$ cat src/rtl/sbl_pkg.sv
package sbl_pkg;
  localparam int OP_W  = 24;
  localparam int BUS_W = 16;

  typedef enum logic [1:0] {
    K_BAD  = 2'b00,
    K_HDR  = 2'b01,
    K_WORD = 2'b10,
    K_END  = 2'b11
  } item_kind_t;

  localparam logic [1:0] T_PROG = 2'b01;
  localparam logic [1:0] T_DATA = 2'b10;

  typedef enum logic [3:0] {
    ST_WAITRST, ST_IDLE, ST_LATCH, ST_HI, ST_LO, ST_DW,
    ST_VLATCH, ST_VHI, ST_VLO, ST_DONE, ST_ERR
  } seq_state_t;

  function automatic logic [BUS_W-1:0] op_upper(input logic [OP_W-1:0] w);
    return w[OP_W-1:OP_W-BUS_W];
  endfunction

  function automatic logic [BUS_W-1:0] op_lower(input logic [OP_W-1:0] w);
    return {{(2*BUS_W-OP_W){1'b0}}, w[OP_W-BUS_W-1:0]};
  endfunction
endpackage

$ cat src/rtl/sbl_strap_ctrl.sv
module sbl_strap_ctrl #(
  parameter int HOLD = 8
) (
  input  logic clk,
  input  logic rst_n,
  output logic tgt_rst_n,
  output logic map_sel,
  output logic boot_sel,
  output logic released
);
  localparam int CW = $clog2(HOLD + 1);
  localparam logic [CW-1:0] LIMIT = CW'(HOLD);

  logic [CW-1:0] cnt;

  always_ff @(posedge clk or negedge rst_n) begin
    if (!rst_n) cnt <= '0;
    else if (cnt != LIMIT) cnt <= cnt + 1'b1;
  end

  assign released  = (cnt == LIMIT);
  assign tgt_rst_n = released;
  assign map_sel   = 1'b0;
  assign boot_sel  = 1'b1;

  p_release_holds_r1: assert property (@(posedge clk) disable iff (!rst_n)
    released |=> released);
endmodule

$ cat src/rtl/sbl_bus_port.sv
module sbl_bus_port #(
  parameter int BUS_W = 16
) (
  input  logic             clk,
  input  logic             rst_n,
  input  logic             start,
  input  logic             req_a0,
  input  logic [BUS_W-1:0] req_data,
  input  logic             ack_n,
  output logic             free,
  output logic             acc_done,
  output logic             io_sel_n,
  output logic             io_wr_n,
  output logic             io_a0,
  output logic [BUS_W-1:0] io_data
);
  logic             busy;
  logic             a0_q;
  logic [BUS_W-1:0] d_q;

  always_ff @(posedge clk or negedge rst_n) begin
    if (!rst_n) begin
      busy <= 1'b0;
      a0_q <= 1'b0;
      d_q  <= '0;
    end else if (start && !busy) begin
      busy <= 1'b1;
      a0_q <= req_a0;
      d_q  <= req_data;
    end else if (busy && !ack_n) begin
      busy <= 1'b0;
    end
  end

  assign free     = !busy;
  assign acc_done = busy && !ack_n;
  assign io_sel_n = !busy;
  assign io_wr_n  = !busy;
  assign io_a0    = busy && a0_q;
  assign io_data  = d_q;

  p_gap_after_ack_r7: assert property (@(posedge clk) disable iff (!rst_n)
    (busy && !ack_n) |=> !busy);
  p_hold_until_ack_r7: assert property (@(posedge clk) disable iff (!rst_n)
    (busy && ack_n) |=> (busy && $stable(d_q) && $stable(a0_q)));
  p_start_when_free_r7: assert property (@(posedge clk) disable iff (!rst_n)
    start |-> !busy);
endmodule

$ cat src/rtl/slave_boot_loader.sv
module slave_boot_loader
  import sbl_pkg::*;
#(
  parameter int ADDR_W     = 14,
  parameter int RST_CYCLES = 8
) (
  input  logic             clk,
  input  logic             rst_n,
  input  logic             in_valid,
  output logic             in_ready,
  input  logic [1:0]       in_kind,
  input  logic [OP_W-1:0]  in_data,
  output logic             tgt_rst_n,
  output logic             tgt_map_sel,
  output logic             tgt_boot_sel,
  output logic             io_sel_n,
  output logic             io_wr_n,
  output logic             io_a0,
  output logic [BUS_W-1:0] io_data,
  output logic             tgt_latch,
  output logic             tgt_wr_n,
  input  logic             ack_n,
  output logic             done,
  output logic             err
);
  localparam int CNT_W = ADDR_W + 1;
  localparam int HA_W  = OP_W - 2;
  localparam logic [HA_W-1:0] ADDR_MAX = HA_W'((1 << ADDR_W) - 1);
  localparam logic [BUS_W-1:0] VEC_LATCH = BUS_W'({1'b1, {ADDR_W{1'b0}}});

  seq_state_t       st;
  logic             launched;
  logic [CNT_W-1:0] cur;
  logic             is_pm, pend, vec_next, vec_have, seen_dm, rec_open;
  logic [OP_W-1:0]  vec, wbuf;

  logic             released, free, acc_done, start, req_a0, issuing;
  logic [BUS_W-1:0] req_data, lat_word;
  logic [1:0]       hdr_type;
  logic [HA_W-1:0]  hdr_addr;
  logic             hdr_bad;

  sbl_strap_ctrl #(.HOLD(RST_CYCLES)) u_strap (
    .clk(clk), .rst_n(rst_n), .tgt_rst_n(tgt_rst_n),
    .map_sel(tgt_map_sel), .boot_sel(tgt_boot_sel), .released(released)
  );

  sbl_bus_port #(.BUS_W(BUS_W)) u_bus (
    .clk(clk), .rst_n(rst_n), .start(start), .req_a0(req_a0),
    .req_data(req_data), .ack_n(ack_n), .free(free), .acc_done(acc_done),
    .io_sel_n(io_sel_n), .io_wr_n(io_wr_n), .io_a0(io_a0), .io_data(io_data)
  );

  assign tgt_latch = io_a0;
  assign tgt_wr_n  = io_a0 | io_wr_n;

  assign hdr_type = in_data[OP_W-1:OP_W-2];
  assign hdr_addr = in_data[HA_W-1:0];
  assign hdr_bad  = (hdr_type != T_PROG && hdr_type != T_DATA) ||
                    (hdr_addr > ADDR_MAX) ||
                    (hdr_type == T_PROG && seen_dm);
  assign lat_word = BUS_W'({is_pm, cur[ADDR_W-1:0]});

  always_comb begin
    req_a0   = 1'b0;
    req_data = '0;
    issuing  = 1'b1;
    case (st)
      ST_LATCH:  begin req_a0 = 1'b1; req_data = lat_word;  end
      ST_HI:     req_data = op_upper(wbuf);
      ST_LO:     req_data = op_lower(wbuf);
      ST_DW:     req_data = wbuf[BUS_W-1:0];
      ST_VLATCH: begin req_a0 = 1'b1; req_data = VEC_LATCH; end
      ST_VHI:    req_data = op_upper(vec);
      ST_VLO:    req_data = op_lower(vec);
      default:   issuing = 1'b0;
    endcase
  end

  assign start    = issuing && !launched && free;
  assign in_ready = (st == ST_IDLE);
  assign done     = (st == ST_DONE);
  assign err      = (st == ST_ERR);

  always_ff @(posedge clk or negedge rst_n) begin
    if (!rst_n) begin
      st <= ST_WAITRST; launched <= 1'b0; cur <= '0;
      is_pm <= 1'b0; pend <= 1'b0; vec_next <= 1'b0; vec_have <= 1'b0;
      seen_dm <= 1'b0; rec_open <= 1'b0; vec <= '0; wbuf <= '0;
    end else begin
      if (start) launched <= 1'b1;
      if (acc_done) begin
        launched <= 1'b0;
        case (st)
          ST_LATCH:  st <= is_pm ? ST_HI : ST_DW;
          ST_HI:     st <= ST_LO;
          ST_LO,
          ST_DW:     begin st <= ST_IDLE; cur <= cur + 1'b1; end
          ST_VLATCH: st <= ST_VHI;
          ST_VHI:    st <= ST_VLO;
          ST_VLO:    st <= ST_DONE;
          default:   st <= st;
        endcase
      end
      case (st)
        ST_WAITRST: if (released) st <= ST_IDLE;
        ST_IDLE: if (in_valid) begin
          case (item_kind_t'(in_kind))
            K_HDR: begin
              if (hdr_bad) st <= ST_ERR;
              else begin
                is_pm    <= (hdr_type == T_PROG);
                cur      <= hdr_addr[CNT_W-1:0];
                pend     <= 1'b1;
                rec_open <= 1'b1;
                vec_next <= (hdr_type == T_PROG) && (hdr_addr == '0);
                if (hdr_type == T_DATA) seen_dm <= 1'b1;
              end
            end
            K_WORD: begin
              if (!rec_open) st <= ST_ERR;
              else if (vec_next) begin
                vec      <= in_data;
                vec_have <= 1'b1;
                vec_next <= 1'b0;
                cur      <= CNT_W'(1);
              end else if (cur[ADDR_W]) st <= ST_ERR;
              else begin
                wbuf <= in_data;
                pend <= 1'b0;
                st   <= pend ? ST_LATCH : (is_pm ? ST_HI : ST_DW);
              end
            end
            K_END:   st <= vec_have ? ST_VLATCH : ST_ERR;
            default: st <= ST_ERR;
          endcase
        end
        default: ;
      endcase
    end
  end

  p_ready_bus_idle_r2: assert property (@(posedge clk) disable iff (!rst_n)
    in_ready |-> io_wr_n);
  p_done_sticky_r6: assert property (@(posedge clk) disable iff (!rst_n)
    done |=> done);
  p_err_sticky_r9: assert property (@(posedge clk) disable iff (!rst_n)
    err |=> (err && io_wr_n && !in_ready));
  p_done_err_excl_r9: assert property (@(posedge clk) disable iff (!rst_n)
    !(done && err));
  p_no_item_in_reset_r1: assert property (@(posedge clk) disable iff (!rst_n)
    !tgt_rst_n |-> !in_ready);
endmodule

$ cat config.mk
export PLATFORM = sky130hd
export DESIGN_NAME = slave_boot_loader
export DESIGN_NICKNAME = d
export VERILOG_FILES = /design/src/rtl/sbl_pkg.sv /design/src/rtl/sbl_strap_ctrl.sv /design/src/rtl/sbl_bus_port.sv /design/src/rtl/slave_boot_loader.sv
export SDC_FILE = /design/constraint.sdc
export NUM_CORES = 1
export LEC_CHECK = 0
export BUFFER_PORTS_ARGS = -buffer_cell sky130_fd_sc_hd__buf_2
export CORE_AREA = 4 4 123 125
export DETAILED_ROUTE_END_ITERATION = 6
export DIE_AREA = 0 0 127 129
export GPL_ROUTABILITY_DRIVEN = 0
export GPL_TIMING_DRIVEN = 0
export PLACE_DENSITY_LB_ADDON = 0.05
export SLEW_MARGIN = 20
export SYNTH_ARGS = -nofsm -noshare
export SYNTH_HDL_FRONTEND = slang
export SYNTH_SLANG_ARGS = --single-unit
$ cat constraint.sdc
create_clock -name clk -period 6.28 [get_ports clk]
set_input_delay 0 -clock clk [delete_from_list [all_inputs] [get_ports clk]]
set_output_delay 0 -clock clk [all_outputs]
set_load 0.05 [all_outputs]
==> results of run 1 <==
path summary, 6_finish.rpt:
path                       cells after the start   startpoint           endpoint
min in group asynchronous                      2        rst_n             vec[1]
max reg2reg                                    6        st[1]  u_bus.io_data[11]
min reg2reg                                    1      seen_dm            seen_dm
max in group asynchronous                      3        rst_n             cur[9]
min                                            3     in_valid               pend
max                                            7  in_data[16]             cur[9]
report_power, final:
group	leakage (nW)	internal, W	total, W	switching [W]
Combinational	1.24	0.000172	0.000623	0.000451
Sequential	1.28	0.000699	0.000769	0.0000694
Clock	0.131	0.000271	0.000514	0.000243
Total	2.65	0.00114	0.00191	0.000764
layout make-up:
class	instances	area share [%]
multi-input combinational	299	37.3
sequential	96	41.1
buffer	27	2.54
timing repair buffer	81	9.64
inverter	16	1.03
tap	180	3.85
clock buffer	12	4.04
clock inverter	4	0.535
placed cells by master, fill, tap and decap left out, types with 2 or more instances in the layout:
master         instances
nor3_1                 8
nand2b_1               7
a21oi_1                8
a222oi_1               9
xnor2_1               15
a22oi_1               20
clkbuf_1              15
or3_1                  4
a21o_1                 3
or4_1                  2
ha_1                   9
buf_6                  4
a31oi_1               17
nand2_1               35
nor2_1                33
o31ai_1                3
mux2_2                32
buf_2                 61
mux2_4                15
nor3b_1                2
nor2b_1                4
o21ai_0               27
a211oi_1               2
a2111oi_0              2
nor4_1                 8
dfrtp_1               96
inv_1                 16
clkinv_4               3
nand3_1                5
dlygate4sd3_1         26
nand4_1                4
clkbuf_16              9
conb_1                 2
a221oi_1               2
buf_4                  4
and2_1                 2
state kept, by name, summed over array words and instances, names as in the netlist, 4 cells and up:
signal	count
wbuf	24
st	4
cur	15
u_strap.cnt	4
vec	24
u_bus.io_data	16
metrics by stage:
| step | hold slack, ns | setup WS [ns] |
|---|---|---|
| 6_report | 0.0282 | 3.49 |
| 5_1_grt | 0.0419 | 3.17 |
| 4_1_cts | 0.0189 | 3.41 |
| 3_5_place_dp | -0.101 | 3.59 |
| 3_3_place_gp | 0.258 | 3.63 |
| 2_1_floorplan | -0.296 | 3.69 |
critical path: stages:
cell           delay (ns)
dlygate4sd3_1        0.53
buf_2                0.14
nor4_1               0.65
a31oi_1              0.41
a211oi_1             0.58
clkbuf_1             0.47
o21ai_0              0.20
layer usage:
| layer | vias to the layer above | part of all wire (%) |
|---|---|---|
| met4 | 0 | 1.4 |
| met3 | 14 | 5.3 |
| li1 | 1770 | - |
| met5 | - | 0 |
| met1 | 1884 | 47 |
| met2 | 88 | 47 |
cells by family (layout without fill, tap and decap cells):
kind of cell / after synthesis / count (layout) / synth area share (%)
XOR/XNOR: 16 / 16 / 2.92
flip-flops: 96 / 96 / 50.1
AND/OR/NAND/NOR: 123 / 123 / 13.3
other: 2 / 2 / 0.157
AO/OA/AOI/OAI: 101 / 101 / 14.3
adder cells (fa/ha/maj): 9 / 9 / 2.35
buffers and inverters: 43 / 140 / 4.36
multiplexers: 48 / 48 / 12.4
==> metrics.cfg, run 1 <==
[route]
first_pass_iters = 4
viasPerCell = 5.25
wl_um = 14100
num_vias = 3756
ant_nets = 0
wire_per_inst_um = 19.7
drt_drc_violations_left = 0
drt_iter0_drc = 247

[clock_network]
clk_pin_slew_ns = 0.07
ctsHtreeMaxLevel = 3
cts_resized = 0
cts_tree = yes
clk_path_buf_depth = 2
clkLatencyLatePin_ns = 0.34
root_buffer = clkbuf_16
numCtsBuffers = 9
postCtsSetupBuffers = 0
cts_hold_buf = 26
cts_sinks = 96

[outcome]
status = completed

[timing]
finalSetupViolations = 0
clock.fmax_mhz = 358
rsz0062_at_grt = no
fin_crit_ns = 2.79
period_share_pct = 44.5
final_hold_viol_count = 0
fin_skew_ns = 0.0129
setup_tns_ns = 0
slew_headroom_pct = 24.7
tightest_slew_ns = 1.13
maxSlewViolCount = 0

[cells_and_area]
fin_cells = 715
seq_area_mm2 = 0.00240
fin_area_mm2 = 0.00585
drive_gt1_share_pct = 25.8
multi_input_area_mm2 = 0.00218
n_fill_cell = 1387
nets = 569
num_antenna_cells = 0
area_delta_synth_final_pct = 22.1
final_core_util_pct = 42.1

[global_routing]
overflow = 0
use_met3_pct = 2.41
grt_util_met1_pct = 26.2
busiest_layer = met2
first_global_vias = 3934
grt_use_total_pct = 18.2
grt_pass1_wl_um = 22800
grt_use_met2_pct = 28.8
antenna_found_initial = 0
grt_max_degree = 69

[yosys]
synth.top_cell.area_share_pct = 50.1
synth_largest_area_cell = dfrtp_1
synth_cell_type_count = 52
async_reset_ff_share_pct = 100
synth_edf_count = 0
syn-num-nets = 477
synth_top_cells_by_area = dfrtp_1, mux2_2, mux2_4, a22oi_1, o21ai_0
ys_top_cells_by_count = dfrtp_1, nand2_1, nor2_1
synthMostInstantiatedCell = dfrtp_1
ys_warn_count = 0
synth_area_mm2 = 0.00479
synth_top_flop_cell = dfrtp_1
ys_seq_area_share_pct = 50.1
ys_ff_latch = 96
syn_inst = 438
synth.avg_cell_area_um2 = 10.9

[min_path]
hp-class = in -> reg

[floorplanning]
dieArea_mm2 = 0.0164
start_util_pct = 34.5
row_count = 43
die_h_um = 129
ioPinCount = 57
die_w_um = 127
core_area_mm2 = 0.0139

[pwr]
power.static_leakage_nw = 2.65
power_w = 0.00191
ir_drop_mv = 0.158
power_density_mw_per_mm2 = 326

[placed_design]
place_area_mm2 = 0.00532
dp_cells = 673
hpwl_um = 10100
port_buffers = 54

[critical_path]
crit_path_start_kind = input port
crit_arrival_ns = 2.99
crit_type = in -> reg
required_ns = 6.47
critical_path.max_fanout = 10
crit_path_end_kind = flip-flop
regToRegSetupSlack_ns = 3.58

[flow_run]
maxCapViolations = 0

No activity file was read; power rests on OpenSTA's default activity.
==> inputs of run 2 (changes only) <==
==> constraint.sdc (replaced) <==
create_clock -name clk -period 2.9 [get_ports clk]
set_input_delay 0 -clock clk [delete_from_list [all_inputs] [get_ports clk]]
set_output_delay 0 -clock clk [all_outputs]
set_load 0.05 [all_outputs]
==> metrics.cfg, run 2 (synthesis results as in run 1) <==
[outcome]
status = completed

[clock_network]
ctsHtreeMaxLevel = 3
clkLatencyLatePin_ns = 0.35
root_buffer = clkbuf_16
cts_tree = yes
numCtsBuffers = 9
postCtsSetupBuffers = 0
clk_path_buf_depth = 2
cts_sinks = 96
clk_pin_slew_ns = 0.07

[timing]
tightest_slew_ns = 1.12
finalSetupViolations = 0
fin_crit_ns = 2.70
slew_headroom_pct = 24.9
finalHoldWorstSlack_ns = 0.0282
maxSlewViolCount = 0
rsz0062_at_grt = no
worst_slack_ns = 0.205
final_hold_viol_count = 0
setup_tns_ns = 0
period_share_pct = 92.9
clock.fmax_mhz = 371
fin_skew_ns = 0.0129

[route]
ant_nets = 0
drt_iter0_drc = 248
met1_length_um = 6620
first_pass_iters = 5
wire_per_inst_um = 19.7
highest-signal-layer = met4
dr_wl_met3_um = 742
wl_met2_um = 6530
drt_drc_violations_left = 0
num_vias = 3755
viasPerCell = 5.25
wl_um = 14100

[pwr]
ir_drop_mv = 0.342
swShare_pct = 40.1
clock_power_share_pct = 27.0
p_int_w = 0.00247
power_frac_comb_pct = 32.7
pwr-share-seq_pct = 40.3
p_switching_w = 0.00165
power_density_mw_per_mm2 = 705
power.static_leakage_nw = 2.65

[floorplanning]
row_count = 43
start_util_pct = 34.5
core_area_mm2 = 0.0139
die_w_um = 127
dieArea_mm2 = 0.0164
die_h_um = 129
ioPinCount = 57

[global_routing]
grt_max_degree = 69
grt_use_total_pct = 18.2
grt_pass1_wl_um = 22800
overflow = 0
first_global_vias = 3934
antenna_found_initial = 0

[cells_and_area]
nets = 569
n_fill_cell = 1386
num_antenna_cells = 0
fin_cells = 715
drive_gt1_share_pct = 26.0
area_delta_synth_final_pct = 22.2
final_common_cell = dfrtp_1
final_cell_mix = dfrtp_1, buf_2, nand2_1, nor2_1, mux2_2

[placed_design]
hpwl_um = 10100
port_buffers = 54
post-place-ws_ns = 0.206
dp_cells = 673

[critical_path]
critical_path.max_fanout = 10
slowest_stage = nor2_1
max_stage_delay_ns = 0.60
crit_path_end_kind = flip-flop
crit_arrival_ns = 2.96
required_ns = 3.16
crit_type = reg -> reg
worstPathCellList = clkbuf_1 -> nand2_1 -> nor2_1 -> clkbuf_1 -> a22oi_1 -> a31oi_1
cpMostUsedCell = clkbuf_1
crit_path_start_kind = flip-flop

[flow_run]
maxCapViolations = 0

[min_path]
hp-class = in -> reg

==> run 2: cell types whose count changed in the layout (fill, tap and decap cells not counted) <==
cell	previous run	this run
a211oi_1	2	1
a211oi_2	0	1
==> run 2: per-stage QoR <==
step	area (um2)	util, %	power [W]
2_1_floorplan	4790	-	0.00263
3_5_place_dp	5320	38.3	0.00302
4_1_cts	5850	42.1	0.00417
6_report	5860	42.2	0.00413
3_3_place_gp	5290	38.1	0.00300
5_1_grt	5860	42.2	0.00436
==> run 2: final timing paths <==
path                           from                end  slack, ns  cells after the start
setup / recovery              st[1]  u_bus.io_data[11]       0.20                      6
hold / removal             in_valid               pend       0.03                      3
setup reg to reg              st[1]  u_bus.io_data[11]       0.20                      6
hold reg to reg             seen_dm            seen_dm       0.46                      1
max in group asynchronous     rst_n             cur[9]       2.17                      3
min in group asynchronous     rst_n             vec[1]       0.10                      2
==> run 2: worst max-delay path, delay by kind of cell (launching register included) <==
kind / cells / cell delay [ns]
compound gates: 2 / 0.41
buf+inv: 2 / 0.95
flops: 1 / 0.51
simple gates: 2 / 0.74
==> run 2: area by class of cell <==
| class | count | area, um2 | share of cell area (%) |
|---|---|---|---|
| sequential | 96 | 2400 | 41.0 |
| multi-input combinational | 299 | 2190 | 37.4 |
| timing repair buffer | 81 | 564 | 9.64 |
| clock buffer | 12 | 236 | 4.04 |
| tap | 180 | 225 | 3.85 |
| buffer | 27 | 149 | 2.54 |
| inverter | 16 | 60.1 | 1.03 |
| clock inverter | 4 | 31.3 | 0.534 |
==> run 2: layer usage <==
layer / vias up / global-route usage, %
met3: 14 / 2.41
li1: 1771 / -
met4: 0 / 5.30
met2: 91 / 28.8
met1: 1879 / 26.2
met5: - / 0
==> run 2: power by group through the flow <==
| stage | combinational (W) | clock, W | sequential, W |
|---|---|---|---|
| 2_1_floorplan | 0.000563 | 0 | 0.00207 |
| 3_3_place_gp | 0.00132 | 0 | 0.00168 |
| 3_5_place_dp | 0.00133 | 0 | 0.00169 |
| 4_1_cts | 0.00136 | 0.00114 | 0.00166 |
| 5_1_grt | 0.00146 | 0.00120 | 0.00169 |
| 6_report | 0.00135 | 0.00111 | 0.00166 |
==> run 2: what timing repair did <==
| item | 4_1_cts | 5_1_grt |
|---|---|---|
| hold buffers | 26 | 0 |
| gates resized for setup | 0 | 1 |
| setup endpoints to repair | 0 | 10 |
| endpoints found under the hold margin | 157 | 0 |
